### src/rtl/sdf_pkg.sv
package sdf_pkg;

  typedef enum logic [2:0] {
    ST_IDLE,
    ST_CHECK,
    ST_RDLO,
    ST_RDHI,
    ST_FIN
  } sdfState_t;

  // strobes from control to datapath
  typedef struct packed {
    logic latchSel;
    logic chkFail;
    logic capLo;
    logic capHi;
    logic hiWord;
  } sdfStrobe_t;

  typedef enum logic [1:0] {
    KIND_SEG = 2'd0,
    KIND_SYS = 2'd1,
    KIND_TSS = 2'd2,
    KIND_TBL = 2'd3
  } descKind_t;

  localparam int WORD_W = 32;
  localparam int SEL_W  = 16;

endpackage

### src/rtl/sdf_ctrl.sv
module sdf_ctrl
  import sdf_pkg::*;
(
  input  logic       clk,
  input  logic       rstN,
  input  logic       loadStb,
  input  logic       preFault,
  input  logic       rdAck,
  output sdfStrobe_t stb,
  output logic       rdReq,
  output logic       done,
  output logic       busy
);

  sdfState_t state, stateNxt;

  always_ff @(posedge clk or negedge rstN) begin
    if (!rstN) state <= ST_IDLE;
    else       state <= stateNxt;
  end

  always_comb begin
    stateNxt = state;
    stb      = '0;
    rdReq    = 1'b0;
    done     = 1'b0;
    unique case (state)
      ST_IDLE: begin
        if (loadStb) begin
          stb.latchSel = 1'b1;
          stateNxt     = ST_CHECK;
        end
      end
      ST_CHECK: begin
        if (preFault) begin
          stb.chkFail = 1'b1;
          stateNxt    = ST_FIN;
        end else begin
          stateNxt = ST_RDLO;
        end
      end
      ST_RDLO: begin
        rdReq = 1'b1;
        if (rdAck) begin
          stb.capLo = 1'b1;
          stateNxt  = ST_RDHI;
        end
      end
      ST_RDHI: begin
        rdReq      = 1'b1;
        stb.hiWord = 1'b1;
        if (rdAck) begin
          stb.capHi = 1'b1;
          stateNxt  = ST_FIN;
        end
      end
      ST_FIN: begin
        done = 1'b1;
        if (loadStb) begin
          stb.latchSel = 1'b1;
          stateNxt     = ST_CHECK;
        end else begin
          stateNxt = ST_IDLE;
        end
      end
      default: stateNxt = ST_IDLE;
    endcase
  end

  assign busy = (state == ST_CHECK) || (state == ST_RDLO) || (state == ST_RDHI);

endmodule

### src/rtl/sdf_dp.sv
module sdf_dp
  import sdf_pkg::*;
#(
  parameter int ADDR_W = 32,
  parameter int TLIM_W = 16
) (
  input  logic                clk,
  input  logic                rstN,
  input  sdfStrobe_t          stb,
  input  logic [SEL_W-1:0]    selector,
  input  logic [ADDR_W-1:0]   gdtBase,
  input  logic [TLIM_W-1:0]   gdtLimit,
  input  logic [ADDR_W-1:0]   ldtBase,
  input  logic [TLIM_W-1:0]   ldtLimit,
  input  logic [WORD_W-1:0]   rdData,
  output logic                preFault,
  output logic [ADDR_W-1:0]   rdAddr,
  output logic [WORD_W-1:0]   loWord,
  output logic [WORD_W-1:0]   hiWord,
  output logic                selTi,
  output logic [1:0]          selRpl,
  output logic [SEL_W-1:0]    selLatched,
  output logic                fetched,
  output logic                earlyFault
);

  localparam int IDX_W = SEL_W - 3;
  localparam int CMP_W = (TLIM_W > SEL_W) ? TLIM_W : SEL_W;

  logic [SEL_W-1:0]  selReg;
  logic [IDX_W-1:0]  selIdx;
  logic [ADDR_W-1:0] tblBase;
  logic [TLIM_W-1:0] tblLimit;
  logic [SEL_W-1:0]  lastByte;
  logic              isNull;
  logic              overLimit;

  always_ff @(posedge clk or negedge rstN) begin
    if (!rstN) begin
      selReg     <= '0;
      loWord     <= '0;
      hiWord     <= '0;
      fetched    <= 1'b0;
      earlyFault <= 1'b0;
    end else begin
      if (stb.latchSel) begin
        selReg     <= selector;
        fetched    <= 1'b0;
        earlyFault <= 1'b0;
      end
      if (stb.chkFail) earlyFault <= 1'b1;
      if (stb.capLo)   loWord     <= rdData;
      if (stb.capHi) begin
        hiWord  <= rdData;
        fetched <= 1'b1;
      end
    end
  end

  assign selIdx   = selReg[SEL_W-1:3];
  assign selTi    = selReg[2];
  assign selRpl   = selReg[1:0];
  assign selLatched = selReg;

  assign tblBase  = selTi ? ldtBase  : gdtBase;
  assign tblLimit = selTi ? ldtLimit : gdtLimit;

  assign lastByte  = {selIdx, 3'b111};
  assign isNull    = !selTi && (selIdx == '0);
  assign overLimit = CMP_W'(lastByte) > CMP_W'(tblLimit);
  assign preFault  = isNull || overLimit;

  // word select goes in address bit 2
  assign rdAddr = tblBase + ADDR_W'({selIdx, stb.hiWord, 2'b00});

endmodule

### src/rtl/sdf_cls.sv
module sdf_cls
  import sdf_pkg::*;
#(
  parameter int GRAN_SHIFT = 12,
  localparam int LIM_OUT_W = 20 + GRAN_SHIFT
) (
  input  logic [WORD_W-1:0]    loWord,
  input  logic [WORD_W-1:0]    hiWord,
  input  logic                 selTi,
  output logic [31:0]          segBase,
  output logic [LIM_OUT_W-1:0] segLimit,
  output logic [1:0]           segDpl,
  output logic [3:0]           segType,
  output logic [3:0]           segFlags,
  output descKind_t            kind,
  output logic                 descFault
);

  logic [19:0] rawLimit;
  logic        gran;
  logic        present;
  logic        codeData;
  logic        ldtOnly;

  assign segBase  = {hiWord[31:24], hiWord[7:0], loWord[31:16]};
  assign rawLimit = {hiWord[19:16], loWord[15:0]};
  assign segFlags = hiWord[23:20];
  assign gran     = hiWord[23];
  assign present  = hiWord[15];
  assign segDpl   = hiWord[14:13];
  assign codeData = hiWord[12];
  assign segType  = hiWord[11:8];

  generate
    if (GRAN_SHIFT > 0) begin : g_scale
      assign segLimit = gran ? {rawLimit, {GRAN_SHIFT{1'b1}}} : LIM_OUT_W'(rawLimit);
    end else begin : g_noscale
      assign segLimit = rawLimit;
    end
  endgenerate

  always_comb begin
    kind = KIND_SEG;
    if (!codeData) begin
      unique case (segType)
        4'd9, 4'd11: kind = KIND_TSS;
        4'd2:        kind = KIND_TBL;
        default:     kind = KIND_SYS;
      endcase
    end
  end

  assign ldtOnly   = (kind == KIND_TSS) || (kind == KIND_TBL);
  assign descFault = !present || (selTi && ldtOnly);

endmodule

### src/rtl/seg_desc_fetch.sv
module seg_desc_fetch
  import sdf_pkg::*;
#(
  parameter int ADDR_W     = 32,
  parameter int TLIM_W     = 16,
  parameter int GRAN_SHIFT = 12,
  localparam int LIM_OUT_W = 20 + GRAN_SHIFT
) (
  input  logic                 clk,
  input  logic                 rstN,
  input  logic                 loadStb,
  input  logic [15:0]          selector,
  input  logic [ADDR_W-1:0]    gdtBase,
  input  logic [TLIM_W-1:0]    gdtLimit,
  input  logic [ADDR_W-1:0]    ldtBase,
  input  logic [TLIM_W-1:0]    ldtLimit,
  output logic                 rdReq,
  output logic [ADDR_W-1:0]    rdAddr,
  input  logic                 rdAck,
  input  logic [31:0]          rdData,
  output logic                 done,
  output logic                 valid,
  output logic                 fault,
  output logic [31:0]          segBase,
  output logic [LIM_OUT_W-1:0] segLimit,
  output logic [1:0]           segDpl,
  output logic [3:0]           segType,
  output logic [3:0]           segFlags,
  output logic [1:0]           descKind,
  output logic [1:0]           reqRpl
);

  sdfStrobe_t        stb;
  logic              preFault;
  logic              busy;
  logic [31:0]       loWord;
  logic [31:0]       hiWord;
  logic              selTi;
  logic [15:0]       selLatched;
  logic              fetched;
  logic              earlyFault;
  logic              descFault;
  descKind_t         kind;

  sdf_ctrl u_ctrl (
    .clk      (clk),
    .rstN     (rstN),
    .loadStb  (loadStb),
    .preFault (preFault),
    .rdAck    (rdAck),
    .stb      (stb),
    .rdReq    (rdReq),
    .done     (done),
    .busy     (busy)
  );

  sdf_dp #(.ADDR_W(ADDR_W), .TLIM_W(TLIM_W)) u_dp (
    .clk        (clk),
    .rstN       (rstN),
    .stb        (stb),
    .selector   (selector),
    .gdtBase    (gdtBase),
    .gdtLimit   (gdtLimit),
    .ldtBase    (ldtBase),
    .ldtLimit   (ldtLimit),
    .rdData     (rdData),
    .preFault   (preFault),
    .rdAddr     (rdAddr),
    .loWord     (loWord),
    .hiWord     (hiWord),
    .selTi      (selTi),
    .selRpl     (reqRpl),
    .selLatched (selLatched),
    .fetched    (fetched),
    .earlyFault (earlyFault)
  );

  sdf_cls #(.GRAN_SHIFT(GRAN_SHIFT)) u_cls (
    .loWord    (loWord),
    .hiWord    (hiWord),
    .selTi     (selTi),
    .segBase   (segBase),
    .segLimit  (segLimit),
    .segDpl    (segDpl),
    .segType   (segType),
    .segFlags  (segFlags),
    .kind      (kind),
    .descFault (descFault)
  );

  assign descKind = kind;
  assign fault    = earlyFault || (fetched && descFault);
  assign valid    = fetched && !earlyFault && !descFault;

endmodule

### config.mk
export PLATFORM = sky130hd
export DESIGN_NAME = seg_desc_fetch
export DESIGN_NICKNAME = d
export VERILOG_FILES = /design/src/rtl/sdf_pkg.sv /design/src/rtl/sdf_ctrl.sv /design/src/rtl/sdf_dp.sv /design/src/rtl/sdf_cls.sv /design/src/rtl/seg_desc_fetch.sv
export SDC_FILE = /design/constraint.sdc
export NUM_CORES = 1
export LEC_CHECK = 0
export ABC_AREA = 0
export CELL_PAD_IN_SITES_DETAIL_PLACEMENT = 1
export CELL_PAD_IN_SITES_GLOBAL_PLACEMENT = 1
export CORE_MARGIN = 2
export CORE_UTILIZATION = 35
export DETAILED_ROUTE_END_ITERATION = 10
export DONT_BUFFER_PORTS = 1
export PLACE_DENSITY_LB_ADDON = 0.08
export SLEW_MARGIN = 20
export SYNTH_ARGS = -nofsm -noshare
export SYNTH_HDL_FRONTEND = slang
export SYNTH_SLANG_ARGS = --single-unit
### constraint.sdc
create_clock -name clk -period 8.4 [get_ports clk]
set_clock_uncertainty 0.2 [all_clocks]
set_input_delay 0.84 -clock clk [delete_from_list [all_inputs] [get_ports clk]]
set_output_delay 0.84 -clock clk [all_outputs]
set_load 0.02 [all_outputs]
==> flow_metrics.env <==
export IMPL_status="finished clean"
export IMPL_peakVddDrop_mv=0.168
export IMPL_crit_type="reg2out"
export IMPL_end_kind="primary output"
export IMPL_ys_flop_type="dfrtp_1"
export IMPL_ios=262
export IMPL_setup_viol=0
export IMPL_placed_area_mm2=0.00561
export IMPL_synth_seq_area_share_pct=37.0
export IMPL_p_per_area_mw_per_mm2=483
export IMPL_drv_cap=0
export IMPL_combPwrFrac_pct=53.3
export IMPL_avgSynthCellArea_um2=10.6
export IMPL_layout_drive_gt1_share_pct=28.2
export IMPL_crit_end="rdAddr[28]"
export IMPL_synth_edff_count=0
export IMPL_fmax_ghz=0.188
export IMPL_tightest_slew_ns=0.936
export IMPL_core_area_mm2=0.0160
export IMPL_firstDrtPassIters=4
export IMPL_drcViolationCount=0
export IMPL_track_usage_pct=17.0
export IMPL_hp_class="in2async"
export IMPL_htree_num_levels=3
export IMPL_slew_violations=0
export IMPL_synth_xor_area_share_pct=4.57
export IMPL_final_hold_viol_count=0
export IMPL_postSynthCellCount=542
export IMPL_synth_warnings=0
export IMPL_post_cts_buffers=0
export IMPL_n_fill_cell=1838
export IMPL_synth_nets=718
export IMPL_min_period_ns=5.32
export IMPL_synth_cell_types=51
export IMPL_vias=3873
export IMPL_gp_congestion=0.803
export IMPL_critPathRequiredTime_ns=7.36
export IMPL_regToRegStartpoint="u_dp.selLatched[2]$_DFFE_PN0P_"
export IMPL_critPathLaunch="u_ctrl.state[1]$_DFFE_PN0P_"
export IMPL_grt_pass1_vias=4217
export IMPL_slew_headroom_pct=37.4
export IMPL_die_height_um=132
export IMPL_grt_pass1_wl_um=23500
export IMPL_synth_top_family_by_area="multiplexers"
export IMPL_cp_arrival_ns=4.28
export IMPL_die_area_mm2=0.0175
export IMPL_r2r_end="u_ctrl.state[1]$_DFFE_PN0P_"
export IMPL_clock_path_buffers=2
export IMPL_path_clk_slew_ns=0.06
export IMPL_cts_root_buf="clkbuf_16"
export IMPL_cts_made_buffers=9
export IMPL_synth_fa_ha_area_share_pct=6.22
export IMPL_insertion_delay_ns=0.34
export IMPL_drtIter0Drc=151
export IMPL_synth_compound_area_share_pct=7.31
export IMPL_synth_mux_area_fraction_pct=24.4
export IMPL_syn2layout_area_growth_pct=2.81
export IMPL_regToRegSetupSlack_ns=5.03
export IMPL_path_max_fanout=8
export IMPL_grt_max_degree=86
export IMPL_rr_worst_depth=8
export IMPL_async_flop_share_pct=100
export IMPL_final_cell_count_no_fill=712
export IMPL_antenna_left=0
export IMPL_fin_nets=667
export IMPL_start_util_pct=35.9
export IMPL_diodes=0
export IMPL_ff_latch_area_mm2=0.00213
export IMPL_dieWidth_um=132
export IMPL_fin_crit_sh_pct=63.3
export IMPL_clkSinkCount=85
export IMPL_ys_ff_latch=85
export IMPL_whs_ns=0.204
export IMPL_power_share_sequential_pct=33.7
export IMPL_final_area_mm2=0.00591
export IMPL_multiInputGateArea_mm2=0.00315
export IMPL_clockPowerShare_pct=13.0
export IMPL_antenna_found_initial=0
export IMPL_final_setup_tns_ns=0
export IMPL_cp_start_kind="flop"
export IMPL_synth_simple_gate_area_share_pct=12.2
export IMPL_vias_per_cell=5.44
export IMPL_p_sw_mw=1.45
export IMPL_p_int_mw=1.41
export IMPL_tritoncts="yes"
export IMPL_wl_um=15100
export IMPL_netlist_area_mm2=0.00575
export IMPL_placed_cells=695
export IMPL_p_sw_share_pct=50.7
export IMPL_rows=46
export IMPL_final_util_pct=36.9
export IMPL_total_leakage_power_nw=2.42
export IMPL_routedWlPerCell_um=21.2
export IMPL_hpwlAfterDp_um=11800
export IMPL_rsz0062_at_grt="no"
export IMPL_grt_overflow=0
export IMPL_io_buffers=0
-- worst min path at each step --
| stage | startpoint | end | slack [ns] | cells after the start |
|---|---|---|---|---|
| global placement | u_ctrl.state[2]$_DFFE_PN0P_ | u_ctrl.state[2]$_DFFE_PN0P_ | 0.29 | 1 |
| global route | rstN | u_dp.loWord[6]$_DFFE_PN0P_ | 0.22 | 1 |
| detailed placement | u_dp.loWord[8]$_DFFE_PN0P_ | u_dp.loWord[8]$_DFFE_PN0P_ | 0.31 | 1 |
| floorplan | u_dp.loWord[8]$_DFFE_PN0P_ | u_dp.loWord[8]$_DFFE_PN0P_ | 0.26 | 1 |
| CTS | rstN | u_dp.loWord[6]$_DFFE_PN0P_ | 0.22 | 1 |
| finish | rstN | u_dp.loWord[6]$_DFFE_PN0P_ | 0.20 | 1 |
-- state kept, by name, indices dropped and copies added (netlist names) --
register and cells:
u_ctrl.state 3, u_dp.earlyFault 1, u_dp.fetched 1, u_dp.hiWord 32, u_dp.loWord 32, u_dp.selLatched 16
-- cells by family (layout without fill, tap and decap cells) --
family / Yosys count / after routing
muxes: 127 / 127
adders and majority gates: 28 / 28
and+or+nand+nor: 131 / 131
xor gates and xnor gates: 30 / 30
AOI/OAI and AO/OA: 66 / 66
buffers and inverters: 75 / 29
DFF: 85 / 85
-- layer usage --
metal	share of wire [%]	routed length, µm	track usage, %	up-vias
met2	49	7430	29.2	168
li1	-	-	-	1792
met3	9.4	1420	6.42	17
met1	40	6030	19.7	1896
met5	0	0	0	-
met4	1.6	249	5.68	0
-- power by group through the flow --
stage	Combinational (mW)	Sequential, mW	Clock, mW
global route	1.66	1.00	0.404
floorplan	1.65	0.721	0
global placement	1.50	0.969	0
CTS	1.54	0.970	0.394
finish	1.52	0.962	0.373
detailed placement	1.53	0.973	0
-- cells in the mapped netlist, types with 3 or more instances --
cell      number  area, µm²
a21o_1         3       22.5
a21oi_1       27        135
a31oi_1        6       37.5
a32oi_1        3       26.3
and2_1        13       81.3
buf_2          9       45.0
buf_4         45        338
clkbuf_1       7       26.3
dfrtp_1       85       2130
ha_1          27        338
inv_1          9       33.8
mux2_2       103       1160
mux2i_1       23        230
nand2_1       23       86.3
nand3_1       15       75.1
nand4_1        8       50.1
nor2_1        22       82.6
nor2b_1        9       56.3
nor3_1         7       35.0
nor3b_1        4       30.0
nor4_1         6       37.5
o21ai_0       12       60.1
or2_2         12       75.1
xnor2_1       19        166
xor2_1        11       96.3
-- worst max-delay path, stage by stage (launching register included) --
cell     delay, ns
dfrtp_1       0.49
nor2b_1       0.71
and2_1        0.31
ha_1          0.19
inv_1         0.05
fa_1          0.39
and2b_1       0.26
o31a_4        0.15
o21ai_2       0.09
o31a_1        0.37
nor4b_1       0.39
xnor2_1       0.11
mux2i_1       0.42
-- cell usage in the layout, fill, tap and decap left out, drive strengths merged, types with 2 or more instances in the layout --
cell type / n
a32o: 2
nand2: 23
buf: 4
nor2b: 9
o211ai: 2
a21oi: 27
o31a: 2
nand2b: 2
and2: 13
xnor2: 19
a31oi: 6
o21a: 3
nand3: 15
clkbuf: 10
nor4: 6
nor3: 8
or2: 12
nor3b: 4
o21ai: 13
clkinv: 3
nand4: 8
mux2i: 23
xor2: 11
inv: 11
dfrtp: 85
a32oi: 3
nor2: 22
a21o: 3
nor4b: 2
mux2: 104
ha: 27
and3: 2
-- metrics by stage --
| stage | power, mW | worst slack, ns |
|---|---|---|
| after floorplan | 2.37 | 3.74 |
| after global placement | 2.47 | 3.52 |
| after detailed placement | 2.51 | 3.44 |
| after CTS | 2.91 | 3.07 |
| after global routing | 3.07 | 2.80 |
| final | 2.86 | 3.08 |
-- area by class of cell --
cell class | instances | area share [%]
clock buffers | 10 | 3.87
clock inverters | 6 | 0.804
inverters | 9 | 0.571
multi-input cells | 382 | 53.3
flip-flops and latches | 85 | 36.0
well taps | 216 | 4.57
repair buffers | 4 | 0.847
-- timing repair --
item / 4_1_cts / 5_1_grt
setup endpoints to repair: 0 / 0
endpoints found under the hold margin: 85 / 0
hold buffers: 1 / 0
gates resized for setup: 0 / 0
No activity file was read; power rests on OpenSTA's default activity.
